`config.mk`:
```
export PLATFORM = sky130hd
export DESIGN_NAME = cfgp_bridge
export DESIGN_NICKNAME = d
export VERILOG_FILES = /design/src/rtl/cfgp_pkg.sv /design/src/rtl/cfgp_addr_reg.sv /design/src/rtl/cfgp_decode.sv /design/src/rtl/cfgp_rdata.sv /design/src/rtl/cfgp_bridge.sv
export SDC_FILE = /design/constraint.sdc
export NUM_CORES = 1
export LEC_CHECK = 0
export ABC_AREA = 1
export CORE_AREA = 2 2 159 161
export DETAILED_ROUTE_END_ITERATION = 10
export DIE_AREA = 0 0 161 163
export DONT_BUFFER_PORTS = 1
export HOLD_SLACK_MARGIN = 0.15
export PLACE_DENSITY = 0.39
export SLEW_MARGIN = 20
export SYNTH_ARGS = -nofsm -noshare
export SYNTH_HDL_FRONTEND = slang
export SYNTH_SLANG_ARGS = --single-unit
```
`constraint.sdc`:
```
create_clock -name clk -period 4.82 [get_ports clk]
set_clock_uncertainty 0.1 [all_clocks]
set_input_delay 0.241 -clock clk [delete_from_list [all_inputs] [get_ports clk]]
set_output_delay 0.241 -clock clk [all_outputs]
set_load 0.02 [all_outputs]
```
`src/rtl/cfgp_pkg.sv`:
```
package cfgp_pkg;
  localparam int DATA_W   = 32;
  localparam int DEVFN_W  = 8;
  localparam int NUM_FN   = 1 << DEVFN_W;
  localparam int EN_BIT   = 31;
  localparam int BUS_LSB  = 16;
  localparam int BUS_W    = 8;
  localparam int FN_LSB   = 8;
  localparam int REG_W    = 8;

  typedef enum logic [1:0] {
    SZ_BYTE = 2'd0,
    SZ_HALF = 2'd1,
    SZ_WORD = 2'd2,
    SZ_BAD  = 2'd3
  } size_e;

  function automatic logic [DATA_W-1:0] size_mask(input logic [1:0] sz);
    case (sz)
      SZ_BYTE: size_mask = 32'h0000_00FF;
      SZ_HALF: size_mask = 32'h0000_FFFF;
      default: size_mask = 32'hFFFF_FFFF;
    endcase
  endfunction
endpackage

```
`src/rtl/cfgp_addr_reg.sv`:
```
module cfgp_addr_reg
  import cfgp_pkg::*;
(
  input  logic              clk,
  input  logic              rst_n,
  input  logic              wr_en,
  input  logic [DATA_W-1:0] wdata,
  output logic [DATA_W-1:0] addr_q
);
  logic [DATA_W-1:0] addr_d;

  always_comb begin
    addr_d = addr_q;
    if (wr_en) addr_d = wdata;
  end

  always_ff @(posedge clk or negedge rst_n) begin
    if (!rst_n) addr_q <= '0;
    else        addr_q <= addr_d;
  end


  addr_hold_chk: assert property (@(posedge clk) disable iff (!rst_n)
    !wr_en |=> $stable(addr_q));
endmodule

```
`src/rtl/cfgp_decode.sv`:
```
module cfgp_decode
  import cfgp_pkg::*;
(
  input  logic               clk,
  input  logic               rst_n,
  input  logic               acc_data,
  input  logic [DATA_W-1:0]  addr_q,
  input  logic [1:0]         ofs,
  input  logic [1:0]         size,
  input  logic [NUM_FN-1:0]  present,
  output logic               fwd,
  output logic [DEVFN_W-1:0] devfn,
  output logic [REG_W-1:0]   reg_ofs
);
  logic en_ok, align_ok, bus_ok, size_ok, fn_ok;

  always_comb begin
    devfn    = addr_q[FN_LSB +: DEVFN_W];
    reg_ofs  = {addr_q[REG_W-1:2], ofs};
    en_ok    = addr_q[EN_BIT];
    align_ok = (addr_q[1:0] == 2'b00);
    bus_ok   = (addr_q[BUS_LSB +: BUS_W] == '0);
    size_ok  = (size != SZ_BAD);
    fn_ok    = present[devfn];
    fwd      = acc_data && en_ok && align_ok && bus_ok && size_ok && fn_ok;
  end


  req_en_chk: assert property (@(posedge clk) disable iff (!rst_n)
    fwd |-> addr_q[EN_BIT]);

  req_align_chk: assert property (@(posedge clk) disable iff (!rst_n)
    fwd |-> (addr_q[1:0] == 2'b00));

  req_bus_chk: assert property (@(posedge clk) disable iff (!rst_n)
    fwd |-> (addr_q[BUS_LSB +: BUS_W] == '0));

  req_present_chk: assert property (@(posedge clk) disable iff (!rst_n)
    fwd |-> present[devfn]);

  req_size_chk: assert property (@(posedge clk) disable iff (!rst_n)
    fwd |-> (size != SZ_BAD));
endmodule

```
`src/rtl/cfgp_rdata.sv`:
```
module cfgp_rdata
  import cfgp_pkg::*;
(
  input  logic              clk,
  input  logic              rst_n,
  input  logic              rd_stb,
  input  logic              sel_addr,
  input  logic              fwd,
  input  logic [1:0]        size,
  input  logic [DATA_W-1:0] addr_q,
  input  logic [DATA_W-1:0] fn_rdata,
  output logic [DATA_W-1:0] rdata_q,
  output logic              rvalid_q
);
  logic [DATA_W-1:0] rdata_d;
  logic [DATA_W-1:0] mask;

  always_comb begin
    mask = size_mask(size);
    if (sel_addr)
      rdata_d = (size == SZ_WORD) ? addr_q : 32'hFFFF_FFFF;
    else if (fwd)
      rdata_d = fn_rdata & mask;
    else
      rdata_d = mask;
  end

  always_ff @(posedge clk or negedge rst_n) begin
    if (!rst_n) begin
      rdata_q  <= '0;
      rvalid_q <= 1'b0;
    end else begin
      rvalid_q <= rd_stb;
      if (rd_stb) rdata_q <= rdata_d;
    end
  end


  rvalid_follow_chk: assert property (@(posedge clk) disable iff (!rst_n)
    rd_stb |=> rvalid_q);

  rvalid_idle_chk: assert property (@(posedge clk) disable iff (!rst_n)
    !rd_stb |=> !rvalid_q);
endmodule

```
`src/rtl/cfgp_bridge.sv`:
```
module cfgp_bridge
  import cfgp_pkg::*;
(
  input  logic               clk,
  input  logic               rst_n,
  input  logic               host_valid,
  input  logic               host_write,
  input  logic               host_sel_data,
  input  logic [1:0]         host_ofs,
  input  logic [1:0]         host_size,
  input  logic [DATA_W-1:0]  host_wdata,
  output logic [DATA_W-1:0]  host_rdata,
  output logic               host_rvalid,
  input  logic [NUM_FN-1:0]  fn_present,
  output logic               cfg_req,
  output logic               cfg_we,
  output logic [DEVFN_W-1:0] cfg_devfn,
  output logic [REG_W-1:0]   cfg_reg,
  output logic [1:0]         cfg_len,
  output logic [DATA_W-1:0]  cfg_wdata,
  input  logic [DATA_W-1:0]  cfg_rdata
);
  logic [DATA_W-1:0] addr_q;
  logic              addr_wr, data_acc, rd_stb, fwd;

  always_comb begin
    addr_wr  = host_valid && host_write && !host_sel_data &&
               (host_size == SZ_WORD) && (host_ofs == 2'b00);
    data_acc = host_valid && host_sel_data;
    rd_stb   = host_valid && !host_write;
  end

  cfgp_addr_reg u_addr (
    .clk(clk), .rst_n(rst_n), .wr_en(addr_wr), .wdata(host_wdata),
    .addr_q(addr_q)
  );

  cfgp_decode u_dec (
    .clk(clk), .rst_n(rst_n), .acc_data(data_acc), .addr_q(addr_q),
    .ofs(host_ofs), .size(host_size), .present(fn_present),
    .fwd(fwd), .devfn(cfg_devfn), .reg_ofs(cfg_reg)
  );

  cfgp_rdata u_rd (
    .clk(clk), .rst_n(rst_n), .rd_stb(rd_stb), .sel_addr(!host_sel_data),
    .fwd(fwd), .size(host_size), .addr_q(addr_q), .fn_rdata(cfg_rdata),
    .rdata_q(host_rdata), .rvalid_q(host_rvalid)
  );

  always_comb begin
    cfg_req   = fwd;
    cfg_we    = host_write;
    cfg_len   = host_size;
    cfg_wdata = host_wdata & size_mask(host_size);
  end


  wdata_width_chk: assert property (@(posedge clk) disable iff (!rst_n)
    (cfg_req && host_size == SZ_BYTE) |-> (cfg_wdata[DATA_W-1:8] == '0));

  addr_port_silent_chk: assert property (@(posedge clk) disable iff (!rst_n)
    (host_valid && !host_sel_data) |-> !cfg_req);
endmodule

```
# [Word level (Yosys, flattened, before mapping)]
# Cells that the tools add are included.
[totals] mem_bits_rw=0 out_inout_bits=85 latch_bits=0 in_bits=329 romBits=0 memories=0 register_bits=65
[op_classes] n_mux=6 n_shift=0 n_reduce_logical=17 add_sub_neg=0 n_eq_ne=3 n_mul=0 n_lt_le_gt_ge=1 bitwise=2 div_mod_pow=0
[ops] op="32-bit two-way mux" n=3
[ops] op="32-bit bitwise AND" n=2
[ops] op="32-bit case mux with 2 select lines" n=1
[ops] op="1-bit logical AND" n=11
[ops] op="8-bit by 9-bit less-than comparator with 1-bit output (second input constant)" n=1
[ops] op="1-bit binary-select mux with 8-bit select" n=1
[ops] op="8-bit logical NOT" n=1
[ops] op="2-bit logical NOT" n=3
[ops] op="2-bit by 1-bit equality test with 1-bit output (second input constant)" n=1
[ops] op="2-bit equality test (second input constant)" n=1
[ops] op="1-bit logical NOT" n=2
[ops] op="2-bit != test (second input constant)" n=1
[ops] op="1-bit two-way mux" n=1

# [Longest topological paths before layout]
[logic_depth] depth_word=8 ltp_mapped=17 mapped_depth_nobuf=14

# [By module]
# A second synthesis with hierarchy kept.
[unflattened] hier_cells=1118 area_unflattened_um2=6459.9
[by_module_without_submodules] mod="cfgp_decode" instances=1 cells_per_inst=605 area_each_um2=2802.7 seq_area_each_um2=0.0
[by_module_without_submodules] mod="cfgp_rdata" instances=1 cells_per_inst=303 area_each_um2=1995.7 seq_area_each_um2=825.8
[by_module_without_submodules] mod="cfgp_addr_reg" instances=1 cells_per_inst=136 area_each_um2=1292.5 seq_area_each_um2=800.8
[by_module_without_submodules] mod="cfgp_bridge" instances=1 cells_per_inst=74 area_each_um2=369.1 seq_area_each_um2=0.0

# [Least setup slack after synthesis]
# No wires, ideal clock.
[synth_path] path_type="register to output" startpoint="register u_addr.addr_q[10]" endpoint="output cfg_req" path_slack_ns=2.683 t_arrival_ns=1.796 path_stages_with_launch=14 required_ns=4.479 path_cell_list="dfrtp_1 -> buf_2 -> inv_1 -> buf_1 -> nand3_1 -> nand3_1 -> nand3_1 -> nand2_1 -> nand2_1 -> nand3_1 -> nand3_1 -> nand2_2 -> nand2_1 -> inv_1"
[synth_via] elab_chain_cells=3
[synth_lines] item="start: declaration" line="cfgp_addr_reg.sv:8" text="output logic [DATA_W-1:0] addr_q"
[synth_lines] item="start signal: assignment" line="cfgp_addr_reg.sv:19" text="else addr_q <= addr_d;"
[synth_lines] item="1-bit binary-select mux with 8-bit select" line="cfgp_decode.sv:24" text="fn_ok = present[devfn];"
[synth_lines] item="1-bit two-way mux (implied by the code)" line="cfgp_decode.sv:24"
[synth_lines] item="1-bit logical AND" line="cfgp_decode.sv:25" text="fwd = acc_data && en_ok && align_ok && bus_ok && size_ok && fn_ok;"
[synth_lines] item="end: declaration" line="cfgp_bridge.sv:15" text="output logic cfg_req,"
# Every way passes these cells. The select of a mux whose other input is x is not followed.

# [Worst setup path after layout]
[layout_path] startpoint="register u_addr.addr_q[8]" endpoint="output cfg_req"
# The elaborated chain is that of the path after synthesis.

==> flow_metrics.env <==
export IMPL_avgSynthCellArea_um2=5.878
export IMPL_row_count=58
export IMPL_io_buffers=0
export IMPL_setup_violations_final=0
export IMPL_wl_um=27470
export IMPL_io_pins=414
export IMPL_initial_utilization_pct=24.66
export IMPL_synth_ff_type="dfrtp_1"
export IMPL_h_tree_depth=3
export IMPL_gp_congestion=0.8686
export IMPL_clkSlewWorstSetupHoldPaths_ns=0.06
export IMPL_end_kind="output pin"
export IMPL_register_area_um2=1632
export IMPL_crit_required_ns=4.48
export IMPL_cts_tree="done"
export IMPL_drt_first_pass_iters=5
export IMPL_ys_warn_count=0
export IMPL_syn_to_final_growth_pct=16.27
export IMPL_cts_root_buffer="clkbuf_16"
export IMPL_worstSetupPathType="register to output pin"
export IMPL_async_reset_ff_share_pct=100.0
export IMPL_synth_area_leader_cell="dfrtp_1"
export IMPL_utilization_pct=28.67
export IMPL_first_global_vias=6793
export IMPL_vias=6907
export IMPL_dpl_cell_area_um2=6081
export IMPL_rsz0062_at_grt="no"
export IMPL_wire_per_inst_um=20.23
export IMPL_drc=0
export IMPL_synth_most_common_cell="nand2_1"
export IMPL_clk_latency_ns=0.34
export IMPL_cts_buffers=9
export IMPL_synth_edf_count=0
export IMPL_synthTopCellsByArea="dfrtp_1, nand2_1, nand3_1, inv_1, nor2_1"
export IMPL_drt_initial_drc_count=404
export IMPL_synth_seq_cells=65
export IMPL_min_period_ns=4.299
export IMPL_yosys_area_top_type_share_pct=26.74
export IMPL_crit_fanout=64
export IMPL_powerDensity_nw_per_um2=316.7
export IMPL_cts_sinks=65
export IMPL_dpl_hpwl_um=20850
export IMPL_hold_class="input port to register"
export IMPL_grt_util_all_layers_pct=20.12
export IMPL_dieArea_um2=26240
export IMPL_postSynthCellCount=1035
export IMPL_synth_nets=1364
export IMPL_diodes=0
export IMPL_die_w_um=161
export IMPL_grt_max_degree=83
export IMPL_layout_drive_gt1_share_pct=6.128
export IMPL_crit_arrival_ns=3.96
export IMPL_design_area_um2=7073
export IMPL_overflow=0
export IMPL_final_hold_viol_count=0
export IMPL_antenna_found_initial=0
export IMPL_ant_nets=0
export IMPL_grt_first_pass_wirelength_um=40460
export IMPL_ir_drop_mv=0.1579
export IMPL_maxCapViolCount=0
export IMPL_multi_input_area_um2=3650
export IMPL_seq_area_frac_synth_pct=26.74
export IMPL_netlist_area_um2=6083
export IMPL_viasPerCell=5.086
export IMPL_totalNegativeSetupSlack_ns=0
export IMPL_cts_buffer_depth=2
export IMPL_fillCellCount=2836
export IMPL_maxSlewViolCount=0
export IMPL_p_leak_nw=3.365
export IMPL_tightest_slew_ns=1.011
export IMPL_synthTopCellsByCount="nand2_1, nand3_1, inv_1"
export IMPL_core_area_um2=24670
export IMPL_status="completed"
export IMPL_synth_cell_types=23
export IMPL_start_kind="register"
export IMPL_min_period_over_period_pct=89.19
export IMPL_fmax_mhz=232.6
export IMPL_maxSlewHeadroom_pct=32.57
export IMPL_nets=1352
export IMPL_holdWs_ns=0.2092
export IMPL_die_h_um=163
export IMPL_cts_resized=0
==> kinds of logic after synthesis <==
kind of cell,synth area share [%]
buf+inv,13.55
mux,2.962
simple gates,49.20
flops,26.74
compound gates,7.548
==> state kept, by name (all words and copies together), names as in the netlist <==
signal	flops
u_addr.addr_q	32
u_rd.rdata_q	32
u_rd.rvalid_q	1
==> layout make-up <==
type	instances	share of cell area, %
well taps	330	5.838
multi-input cells	795	51.60
inverters	71	3.803
clock buffers	10	3.237
repair buffers	81	11.39
flip-flops and latches	65	23.07
clock inverters	6	1.061
==> stage by stage <==
step           cells  worst slack, ns  total power [mW]
2_1_floorplan   1035            2.684             1.339
3_3_place_gp    1275           0.8821             1.524
3_5_place_dp    1275           0.8834             1.521
4_1_cts         1358           0.4976             2.277
5_1_grt         1358           0.1302             2.401
6_report        1358           0.5208             2.240
==> cells in the final DEF, fill, tap and decap left out, drive strengths merged, types with 2 or more instances in the layout <==
cell type and instances:
dfrtp 65, nor2 61, a21oi 40, buf 15, mux2 16, nand2 359
nand3 267, o21ai 16, dlygate4sd3 66, clkinv 3, clkbuf 10, o21a 16
inv 72, or4 2, a31oi 8, or2 8
==> worst paths after layout <==
path                                   startpoint                 to  slack (ns)  depth (start not counted)
worst min register to register  u_addr.addr_q[30]  u_addr.addr_q[30]        0.41                          1
worst max register to register   u_addr.addr_q[8]   u_rd.rdata_q[29]        0.71                         16
worst max-delay path             u_addr.addr_q[8]            cfg_req        0.52                         14
max in group asynchronous                   rst_n   u_addr.addr_q[8]        3.94                          2
worst min-delay path                   host_write      u_rd.rvalid_q        0.21                          2
min in group asynchronous                   rst_n   u_addr.addr_q[4]        0.32                          2
==> per-layer routing <==
layer	vias up	GRT usage (%)	part of all wire, %
met3	60	5.653	7.5
met1	3232	24.84	42
met5	-	0	0
li1	3303	-	-
met2	312	33.96	48
met4	0	6.412	2.9
==> worst max-delay path, stage by stage (launching register included) <==
cell and delay, ns:
dfrtp_4 0.47, buf_4 0.51, buf_4 0.65, nand2_1 0.12, nand3_1 0.16, nand3_1 0.12
nand3_1 0.09, nand2_1 0.11, nand2_1 0.07, nand3_1 0.09, nand3_1 0.11, nand3_1 0.08
nand2_2 0.40, nand2_1 0.32, inv_1 0.25
==> report_power, final <==
group	total, mW	internal [mW]	switching, mW
sequential	0.743	0.618	0.125
clock	0.678	0.409	0.269
combinational	0.819	0.270	0.549
==> what timing repair did <==
item                       4_1_cts  5_1_grt
setup buffers                    0        0
hold endpoints to repair       129        0
hold buffers                    67        0
setup endpoints to repair        0        0
No activity file was read; power rests on OpenSTA's default activity.
